--- config.mk ---
export PLATFORM = sky130hd
export DESIGN_NAME = ecp_svc_ctrl
export DESIGN_NICKNAME = d
export VERILOG_FILES = /design/src/rtl/ecp_svc_pkg.sv /design/src/rtl/ecp_ctrl_reg.sv /design/src/rtl/ecp_svc_cond.sv /design/src/rtl/ecp_fault_edge.sv /design/src/rtl/ecp_svc_ctrl.sv
export SDC_FILE = /design/constraint.sdc
export NUM_CORES = 1
export LEC_CHECK = 0
export BUFFER_PORTS_ARGS = -buffer_cell sky130_fd_sc_hd__buf_4
export CAP_MARGIN = 15
export CORE_AREA = 8 8 45 47
export CTS_CLUSTER_DIAMETER = 150
export CTS_CLUSTER_SIZE = 16
export DETAILED_ROUTE_END_ITERATION = 6
export DIE_AREA = 0 0 53 55
export PLACE_DENSITY = 0.66
export REMOVE_ABC_BUFFERS = 1
export SYNTH_ARGS = -nofsm -noshare
export SYNTH_HDL_FRONTEND = slang
export SYNTH_SLANG_ARGS = --single-unit
--- constraint.sdc ---
create_clock -name clk -period 2.2 [get_ports clk]
set_input_delay 0.44 -clock clk [delete_from_list [all_inputs] [get_ports clk]]
set_output_delay 0.44 -clock clk [all_outputs]
set_load 0.02 [all_outputs]
--- src/rtl/ecp_svc_pkg.sv ---
package ecp_svc_pkg;

    localparam int REG_W = 8;

    typedef struct packed {
        logic [2:0] mode;
        logic       err_mask;
        logic       dma_on;
        logic       svc_mask;
    } ctrl_t;

    typedef enum logic [1:0] {
        SRC_TC    = 2'd0,
        SRC_SPACE = 2'd1,
        SRC_DATA  = 2'd2
    } svc_src_e;

    function automatic svc_src_e pick_src(input logic dma_on, input logic dir_in);
        if (dma_on)      return SRC_TC;
        else if (dir_in) return SRC_DATA;
        else             return SRC_SPACE;
    endfunction

    function automatic ctrl_t unpack_ctrl(input logic [REG_W-1:0] d);
        ctrl_t c;
        c.mode     = d[7:5];
        c.err_mask = d[4];
        c.dma_on   = d[3];
        c.svc_mask = d[2];
        return c;
    endfunction

    function automatic logic [REG_W-1:0] pack_reg(input ctrl_t c, input logic full,
                                                  input logic empty);
        return {c.mode, c.err_mask, c.dma_on, c.svc_mask, full, empty};
    endfunction

endpackage

--- src/rtl/ecp_ctrl_reg.sv ---
module ecp_ctrl_reg
    import ecp_svc_pkg::*;
(
    input  logic             clk,
    input  logic             rst,
    input  logic             wr_en,
    input  logic [REG_W-1:0] wdata,
    input  logic             hw_set,
    output ctrl_t            ctrl_o
);
    ctrl_t q;
    ctrl_t wr_val;

    always_comb wr_val = unpack_ctrl(wdata);

    always_ff @(posedge clk) begin
        if (rst) begin
            q.mode     <= '0;
            q.err_mask <= 1'b0;
            q.dma_on   <= 1'b0;
            q.svc_mask <= 1'b1;
        end else if (wr_en) begin
            q <= wr_val;
        end else if (hw_set) begin
            q.svc_mask <= 1'b1;
        end
    end

    assign ctrl_o = q;


    wr_wins_chk: assert property (@(posedge clk) disable iff (rst)
        wr_en |=> (ctrl_o.svc_mask == $past(wdata[2])));


    sticky_mask_chk: assert property (@(posedge clk) disable iff (rst)
        (ctrl_o.svc_mask && !wr_en) |=> ctrl_o.svc_mask);

endmodule

--- src/rtl/ecp_svc_cond.sv ---
module ecp_svc_cond
    import ecp_svc_pkg::*;
#(
    parameter int DEPTH = 16,
    parameter int WR_TH = 8,
    parameter int RD_TH = 8,
    parameter int LVL_W = $clog2(DEPTH + 1)
) (
    input  logic             clk,
    input  logic             rst,
    input  logic [LVL_W-1:0] level,
    input  logic             dir_in,
    input  logic             tc,
    input  logic             dma_on,
    output logic             cond,
    output logic             full,
    output logic             empty
);
    localparam logic [LVL_W-1:0] DEPTH_L = LVL_W'(DEPTH);
    localparam logic [LVL_W-1:0] WR_TH_L = LVL_W'(WR_TH);
    localparam logic [LVL_W-1:0] RD_TH_L = LVL_W'(RD_TH);

    logic [LVL_W-1:0] free_cnt;
    svc_src_e         src;

    always_comb begin
        free_cnt = (level >= DEPTH_L) ? '0 : DEPTH_L - level;
        src      = pick_src(dma_on, dir_in);
        unique case (src)
            SRC_TC:    cond = tc;
            SRC_SPACE: cond = (free_cnt >= WR_TH_L);
            SRC_DATA:  cond = (level >= RD_TH_L);
            default:   cond = 1'b0;
        endcase
        full  = (level >= DEPTH_L);
        empty = (level == '0);
    end


    full_empty_excl_chk: assert property (@(posedge clk) disable iff (rst)
        !(full && empty));


    level_range_chk: assert property (@(posedge clk) disable iff (rst)
        level <= DEPTH_L);

endmodule

--- src/rtl/ecp_fault_edge.sv ---
module ecp_fault_edge (
    input  logic clk,
    input  logic rst,
    input  logic fault_n,
    input  logic err_mask,
    input  logic wr_en,
    input  logic wr_mask_val,
    output logic err_pulse
);
    logic fault_q;
    logic fall_hit;
    logic unmask_hit;

    always_comb begin
        fall_hit   = !err_mask && fault_q && !fault_n;
        unmask_hit = wr_en && err_mask && !wr_mask_val && !fault_n;
    end

    always_ff @(posedge clk) begin
        if (rst) begin
            fault_q   <= 1'b1;
            err_pulse <= 1'b0;
        end else begin
            fault_q   <= fault_n;
            err_pulse <= fall_hit || unmask_hit;
        end
    end


    pulse_needs_low_chk: assert property (@(posedge clk) disable iff (rst)
        err_pulse |-> !$past(fault_n));


    edge_fires_chk: assert property (@(posedge clk) disable iff (rst)
        (!err_mask && fault_q && !fault_n) |=> err_pulse);


    unmask_fires_chk: assert property (@(posedge clk) disable iff (rst)
        (wr_en && err_mask && !wr_mask_val && !fault_n) |=> err_pulse);

endmodule

--- src/rtl/ecp_svc_ctrl.sv ---
module ecp_svc_ctrl
    import ecp_svc_pkg::*;
#(
    parameter int DEPTH = 16,
    parameter int WR_TH = 8,
    parameter int RD_TH = 8,
    parameter int LVL_W = $clog2(DEPTH + 1)
) (
    input  logic             clk,
    input  logic             rst,
    input  logic             reg_wr,
    input  logic [REG_W-1:0] reg_wdata,
    output logic [REG_W-1:0] reg_rdata,
    input  logic [LVL_W-1:0] fifo_level,
    input  logic             dma_tc,
    input  logic             port_dir,
    input  logic             fault_n,
    output logic             dma_en_o,
    output logic             svc_irq_o,
    output logic             err_irq_o
);
    ctrl_t ctrl;
    logic  cond;
    logic  full;
    logic  empty;
    logic  hw_set;

    assign hw_set = cond && !ctrl.svc_mask;

    ecp_svc_cond #(
        .DEPTH (DEPTH),
        .WR_TH (WR_TH),
        .RD_TH (RD_TH),
        .LVL_W (LVL_W)
    ) u_cond (
        .clk    (clk),
        .rst    (rst),
        .level  (fifo_level),
        .dir_in (port_dir),
        .tc     (dma_tc),
        .dma_on (ctrl.dma_on),
        .cond   (cond),
        .full   (full),
        .empty  (empty)
    );

    ecp_ctrl_reg u_reg (
        .clk    (clk),
        .rst    (rst),
        .wr_en  (reg_wr),
        .wdata  (reg_wdata),
        .hw_set (hw_set),
        .ctrl_o (ctrl)
    );

    ecp_fault_edge u_fault (
        .clk         (clk),
        .rst         (rst),
        .fault_n     (fault_n),
        .err_mask    (ctrl.err_mask),
        .wr_en       (reg_wr),
        .wr_mask_val (reg_wdata[4]),
        .err_pulse   (err_irq_o)
    );

    always_ff @(posedge clk) begin
        if (rst) svc_irq_o <= 1'b0;
        else     svc_irq_o <= hw_set && !reg_wr;
    end

    assign dma_en_o  = ctrl.dma_on && !ctrl.svc_mask;
    assign reg_rdata = pack_reg(ctrl, full, empty);


    svc_irq_on_rise_chk: assert property (@(posedge clk) disable iff (rst)
        svc_irq_o |-> (ctrl.svc_mask && !$past(ctrl.svc_mask)));


    host_set_quiet_chk: assert property (@(posedge clk) disable iff (rst)
        (reg_wr && reg_wdata[2]) |=> !svc_irq_o);


    tc_sets_mask_chk: assert property (@(posedge clk) disable iff (rst)
        (ctrl.dma_on && !ctrl.svc_mask && dma_tc && !reg_wr) |=> (ctrl.svc_mask && svc_irq_o));


    dma_gated_chk: assert property (@(posedge clk) disable iff (rst)
        (svc_irq_o || !ctrl.dma_on) |-> !dma_en_o);

endmodule

==> run summary, run 1 <==
critical path peak fanout: 3
htree depth: 1
unrepaired setup endpoints after global routing: no
Num Clock Sinks: 9
cell area power density: 562.0 nW/um^2
total global-route track usage: 8.607%
# Post-CTS Setup Buffers: 0
GR Overflow Total: 0
placed cells: 88
Post-Layout Cell Count: 92
startpoint types: input port
largest net degree at the start of global routing: 10
TritonCTS clock tree: built
initial antenna violation count: 0
Mapped Area: 483.0 sq um
Hold Path Class: in2reg
vias per inst: 4.674
Slew Limit Headroom: 67.71%
routed via count: 430
RR Startpoint: u_reg.ctrl_o[1]
Die W: 53 microns
Worst-Skew Late Latency: 0.26 ns
Hold Crit Endpoint: u_fault.fault_q
Setup Skew: 0.003455 ns
P&R area growth vs syn: 43.78%
die area: 2915 sq um
Die Height: 55 microns
number of diodes: 0
max-slew violation count: 0
vias in the first global route: 434
Worst setup EP type: flop
Avg WL per Cell: 12.85 microns
final period utilization: 90.11%
core box area: 1384 sq um
count of input and output buffers: 27
status: finished clean
IO Pins: 30
CTS resizes: 0
final core utilization: 50.18%
maximum clock frequency: 504.4 MHz
Final Setup Violations: 0
1st-pass router iterations: 2
Post-CTS Hold Fix Bufs: 0
Tot Pwr: 390.2 uW
r2r endpoint: svc_irq_o
Final GP Congestion: 0.7310
Mean Syn Cell Area: 9.470 sq um
final wirelength: 1.182 mm
register area share after synthesis: 37.31%
Syn Inst Count: 51
Root Driver: clkbuf_4
clk buf depth: 2
initial drt markers: 4
layout cells sized above 1: 46.05%
Hold Vio Cnt, Final: 0
#FFs+latches synth: 9
drt drc: 0
yosys warns: 0
critical path arrival: 2.14 ns
setup_tns: 0 ns
initial core utilization: 34.90%
Worst Tran Pin Value: 0.4782 ns
Rows: 14
Num CTS Buffers: 3
R2R depth: 3
Tmin final: 1.982 ns
Post-DRT Antenna Nets: 0
hold path depth: 2
Max-cap violations: 0
wire length of the first global-routing pass: 1.890 mm
WS Path Type: in2reg
Max rail drop VDD: 433.2 uV
P_leak: 0.3404 nW
Unique masters post-synth: 20
hold path start: fault_n
Critical Path RT: 2.36 ns
Final #Nets: 99
HPWL Detailed: 955 microns
clock transition at the registers of the reported paths: 0.06 ns
setup slack, reg-to-reg: 1.08 ns
flip-flops by register name (all words and copies together), names as in the netlist:
register	cells
u_fault.fault_q	1
svc_irq_o	1
u_fault.err_pulse	1
u_reg.ctrl_o	6
layout make-up:
type                            instances  area, sq um
Inverter                                4        15.01
Tap cell                               16        20.02
Sequential cell                         9        180.2
Multi-Input combinational cell         32        250.2
Clock buffer                            4        26.28
Timing Repair Buffer                   27        202.7
Fill cell                             127        689.4
cells by family after synthesis:
logic type               synth area share (%)
AO/OA/AOI/OAI                           14.77
adder cells (fa/ha/maj)                 7.773
buffers and inverters                   10.88
flip-flops                              37.31
multiplexers                            10.36
AND/OR/NAND/NOR                         18.91
synthesized netlist by cell type:
| cell type | instances | share of area (%) |
|---|---|---|
| a2111oi_0 | 1 | 1.8 |
| a2111oi_2 | 1 | 3.1 |
| a21oi_1 | 3 | 3.1 |
| a21oi_2 | 1 | 1.8 |
| buf_4 | 4 | 6.2 |
| clkbuf_1 | 2 | 1.6 |
| dfxtp_1 | 9 | 37 |
| ha_1 | 3 | 7.8 |
| inv_1 | 4 | 3.1 |
| mux2i_1 | 5 | 10 |
| nand2_1 | 1 | 0.78 |
| nand2b_1 | 2 | 2.6 |
| nand3b_1 | 1 | 1.6 |
| nor2_1 | 6 | 4.7 |
| nor2b_1 | 2 | 2.6 |
| nor3b_1 | 2 | 3.1 |
| o2111ai_2 | 1 | 3.1 |
| o311ai_0 | 1 | 1.8 |
| or2_2 | 1 | 1.3 |
| or4_4 | 1 | 2.3 |
metrics by stage:
stage | hold slack [ns] | instance area [sq um] | setup WS [ns]
floorplan | 0.4269 | 445.4 | 0.2839
global placement | 0.4437 | 668.1 | -0.01050
detailed placement | 0.4389 | 668.1 | -0.08401
CTS | 0.3804 | 694.4 | 0.1637
global route | 0.3896 | 694.4 | 0.04691
finish | 0.3911 | 694.4 | 0.2175
power breakdown:
part / switching [mW] / total (mW) / internal, mW
registers: 0.00552 / 0.177 / 0.172
clock network: 0.0579 / 0.128 / 0.0699
logic: 0.0403 / 0.0853 / 0.0450
critical path: stages:
cell       delay (ns)
buf_4            0.11
inv_1            0.05
ha_1             0.12
nor3b_1          0.29
ha_1             0.30
nor2b_1          0.14
o311ai_0         0.14
o2111ai_2        0.23
a2111oi_2        0.32
routing by layer:
metal | vias up | GRT usage, % | wire (microns)
met2 | 17 | 15.23 | 624
met4 | 0 | 2.586 | 0
met5 | - | 0 | 0
met1 | 192 | 7.975 | 419
li1 | 221 | - | -
met3 | 0 | 5.615 | 137
worst max-delay path by stage:
stage / start / endpoint / slack (ns) / depth (start not counted)
after CTS: fifo_level[0] / svc_irq_o / 0.16 / 9
final: fifo_level[0] / svc_irq_o / 0.22 / 9
after global placement: fifo_level[0] / svc_irq_o / -0.01 / 9
after detailed placement: fifo_level[0] / svc_irq_o / -0.08 / 9
after global routing: fifo_level[0] / svc_irq_o / 0.05 / 9
after floorplan: fifo_level[0] / svc_irq_o / 0.28 / 8
cells in the final DEF (no fill, tap or decap):
| cell type | Yosys | layout |
|---|---|---|
| nor2b_1 | 2 | 2 |
| a2111oi_0 | 1 | 1 |
| a2111oi_2 | 1 | 1 |
| nor3b_1 | 2 | 2 |
| a21oi_2 | 1 | 1 |
| inv_1 | 4 | 4 |
| o311ai_0 | 1 | 1 |
| nor2_1 | 6 | 6 |
| a21oi_1 | 3 | 3 |
| mux2i_1 | 5 | 5 |
| clkbuf_1 | 2 | 1 |
| dfxtp_1 | 9 | 9 |
| o2111ai_2 | 1 | 1 |
| ha_1 | 3 | 3 |
| nand2b_1 | 2 | 2 |
| nand2_1 | 1 | 1 |
| clkbuf_4 | 0 | 3 |
| or2_2 | 1 | 1 |
| or4_4 | 1 | 1 |
| nand3b_1 | 1 | 1 |
| buf_4 | 4 | 27 |
(Power assumes the default switching activity.)
==> run 2: changes to the inputs <==
- GPL_ROUTABILITY_DRIVEN: unset -> 1
- PLACE_DENSITY: 0.66 -> 0.72
==> run 2 against run 1 <==
Critical path depth down 4; die area is the same; clock power shrank 3%; critical endpoint is now reg_rdata[1]; largest cell class unchanged.
==> run summary, run 2 (synthesized netlist as in run 1, its figures left out) <==
area occupied by multi-input gates: 250.2 sq um
Final GP Congestion: 0.6234
HPWL Detailed: 947.3 microns
cell area power density: 555.4 nW/um^2
worst path cell trace: buf_4, or4_4, a21oi_2, inv_1, buf_4
routed via count: 420
CTS resizes: 0
wire length of the first global-routing pass: 1.780 mm
die area: 2915 sq um
number of diodes: 0
Avg WL per Cell: 12.37 microns
max incr delay on CP: 0.53 ns
Rows: 14
clock transition at the registers of the reported paths: 0.06 ns
layout cells sized above 1: 46.05%
Worst-Skew Late Latency: 0.26 ns
Num Clock Sinks: 9
placed cell areas: 668.1 sq um
Tot Pwr: 385.7 uW
Fill cells: 150
Worst setup EP type: primary output
P&R area growth vs syn: 43.78%
vias per inst: 4.565
clock group share of total power: 32.1%
max-slew violation count: 0
clk buf depth: 2
final core utilization: 50.18%
most frequent cells in the layout: 27 x buf_4, 9 x dfxtp_1, 6 x nor2_1
# Post-CTS Setup Buffers: 0
Psw: 99.42 uW
vias in the first global route: 387
internal power: 286.3 uW
initial core utilization: 34.90%
GR Overflow Total: 0
critical path arrival: 1.49 ns
Max rail drop VDD: 437.0 uV
combinational share of power: 21.8%
largest net degree at the start of global routing: 10
total global-route track usage: 8.219%
initial antenna violation count: 0
1st-pass router iterations: 3
startpoint types: input port
htree depth: 1
WS Path Type: in2out
critical path peak fanout: 4
CP max-delay cell: or4_4
Critical Path RT: 1.76 ns
Sw Ratio: 25.78%
Root Driver: clkbuf_4
core box area: 1384 sq um
sequential share of power: 46.0%
Final Setup Violations: 0
initial drt markers: 2
Slew Limit Headroom: 72.30%
P_leak: 0.3404 nW
IO Pins: 30
Worst Tran Pin Value: 0.4103 ns
status: finished clean
count of input and output buffers: 27
Hold Path Class: in2reg
Buf/Inv on CP: 3
min setup slack post-route: 0.2740 ns
setup_tns: 0 ns
final wirelength: 1.138 mm
maximum clock frequency: 519.2 MHz
Storage cell area: 180.2 sq um
Setup Skew: 0.008329 ns
post-route cell area: 694.4 sq um
Final #Nets: 99
Max-cap violations: 0
Num CTS Buffers: 3
Post-DRT Antenna Nets: 0
Die Height: 55 microns
leading cell type in the layout, fill and taps excluded: buf_4
Worst path most repeated cell: buf_4
final period utilization: 87.55%
TritonCTS clock tree: built
CP top delay family: simple AND/OR/NAND/NOR gates
unrepaired setup endpoints after global routing: no
Die W: 53 microns
Tmin final: 1.926 ns
max FFs per register: 6
Post-CTS Hold Fix Bufs: 0
Place WS: 0.01289 ns
drt drc: 0
Hold Vio Cnt, Final: 0
-- run 2: final cells by class --
type,count,area share [%]
multi-input cells,32,36.04
repair buffers,27,29.19
flip-flops and latches,9,25.95
clock buffers,4,3.784
well taps,16,2.883
inverters,4,2.162
-- run 2: metal layers --
layer | wire length [microns] | vias up | GRT usage (%)
met5 | 0 | - | 0
met4 | 0 | 0 | 1.293
met3 | 106 | 0 | 5.615
met2 | 613 | 14 | 13.67
met1 | 418 | 184 | 8.576
li1 | - | 222 | -
-- run 2: power by group through the flow --
stage | sequential [mW] | combinational (mW) | clock (mW)
after floorplan | 0.190 | 0.0273 | 0
after global placement | 0.181 | 0.0841 | 0
after global routing | 0.179 | 0.0923 | 0.144
final | 0.178 | 0.0842 | 0.124
after detailed placement | 0.181 | 0.0853 | 0
after CTS | 0.178 | 0.0857 | 0.130
-- run 2: final timing paths --
| kind | start | endpoint | slack, ns | cells after the start |
|---|---|---|---|---|
| setup / recovery | fifo_level[3] | reg_rdata[1] | 0.27 | 5 |
| hold / removal | fault_n | u_fault.fault_q | 0.39 | 2 |
| setup reg to reg | u_reg.ctrl_o[1] | svc_irq_o | 1.16 | 3 |
| hold reg to reg | u_fault.fault_q | u_fault.err_pulse | 0.47 | 2 |
-- run 2: metrics by stage --
| stage | instances | hold slack [ns] |
|---|---|---|
| finish | 92 | 0.3855 |
| detailed placement | 88 | 0.4536 |
| global placement | 88 | 0.4402 |
| CTS | 92 | 0.3767 |
| floorplan | 45 | 0.4269 |
| global route | 92 | 0.3704 |
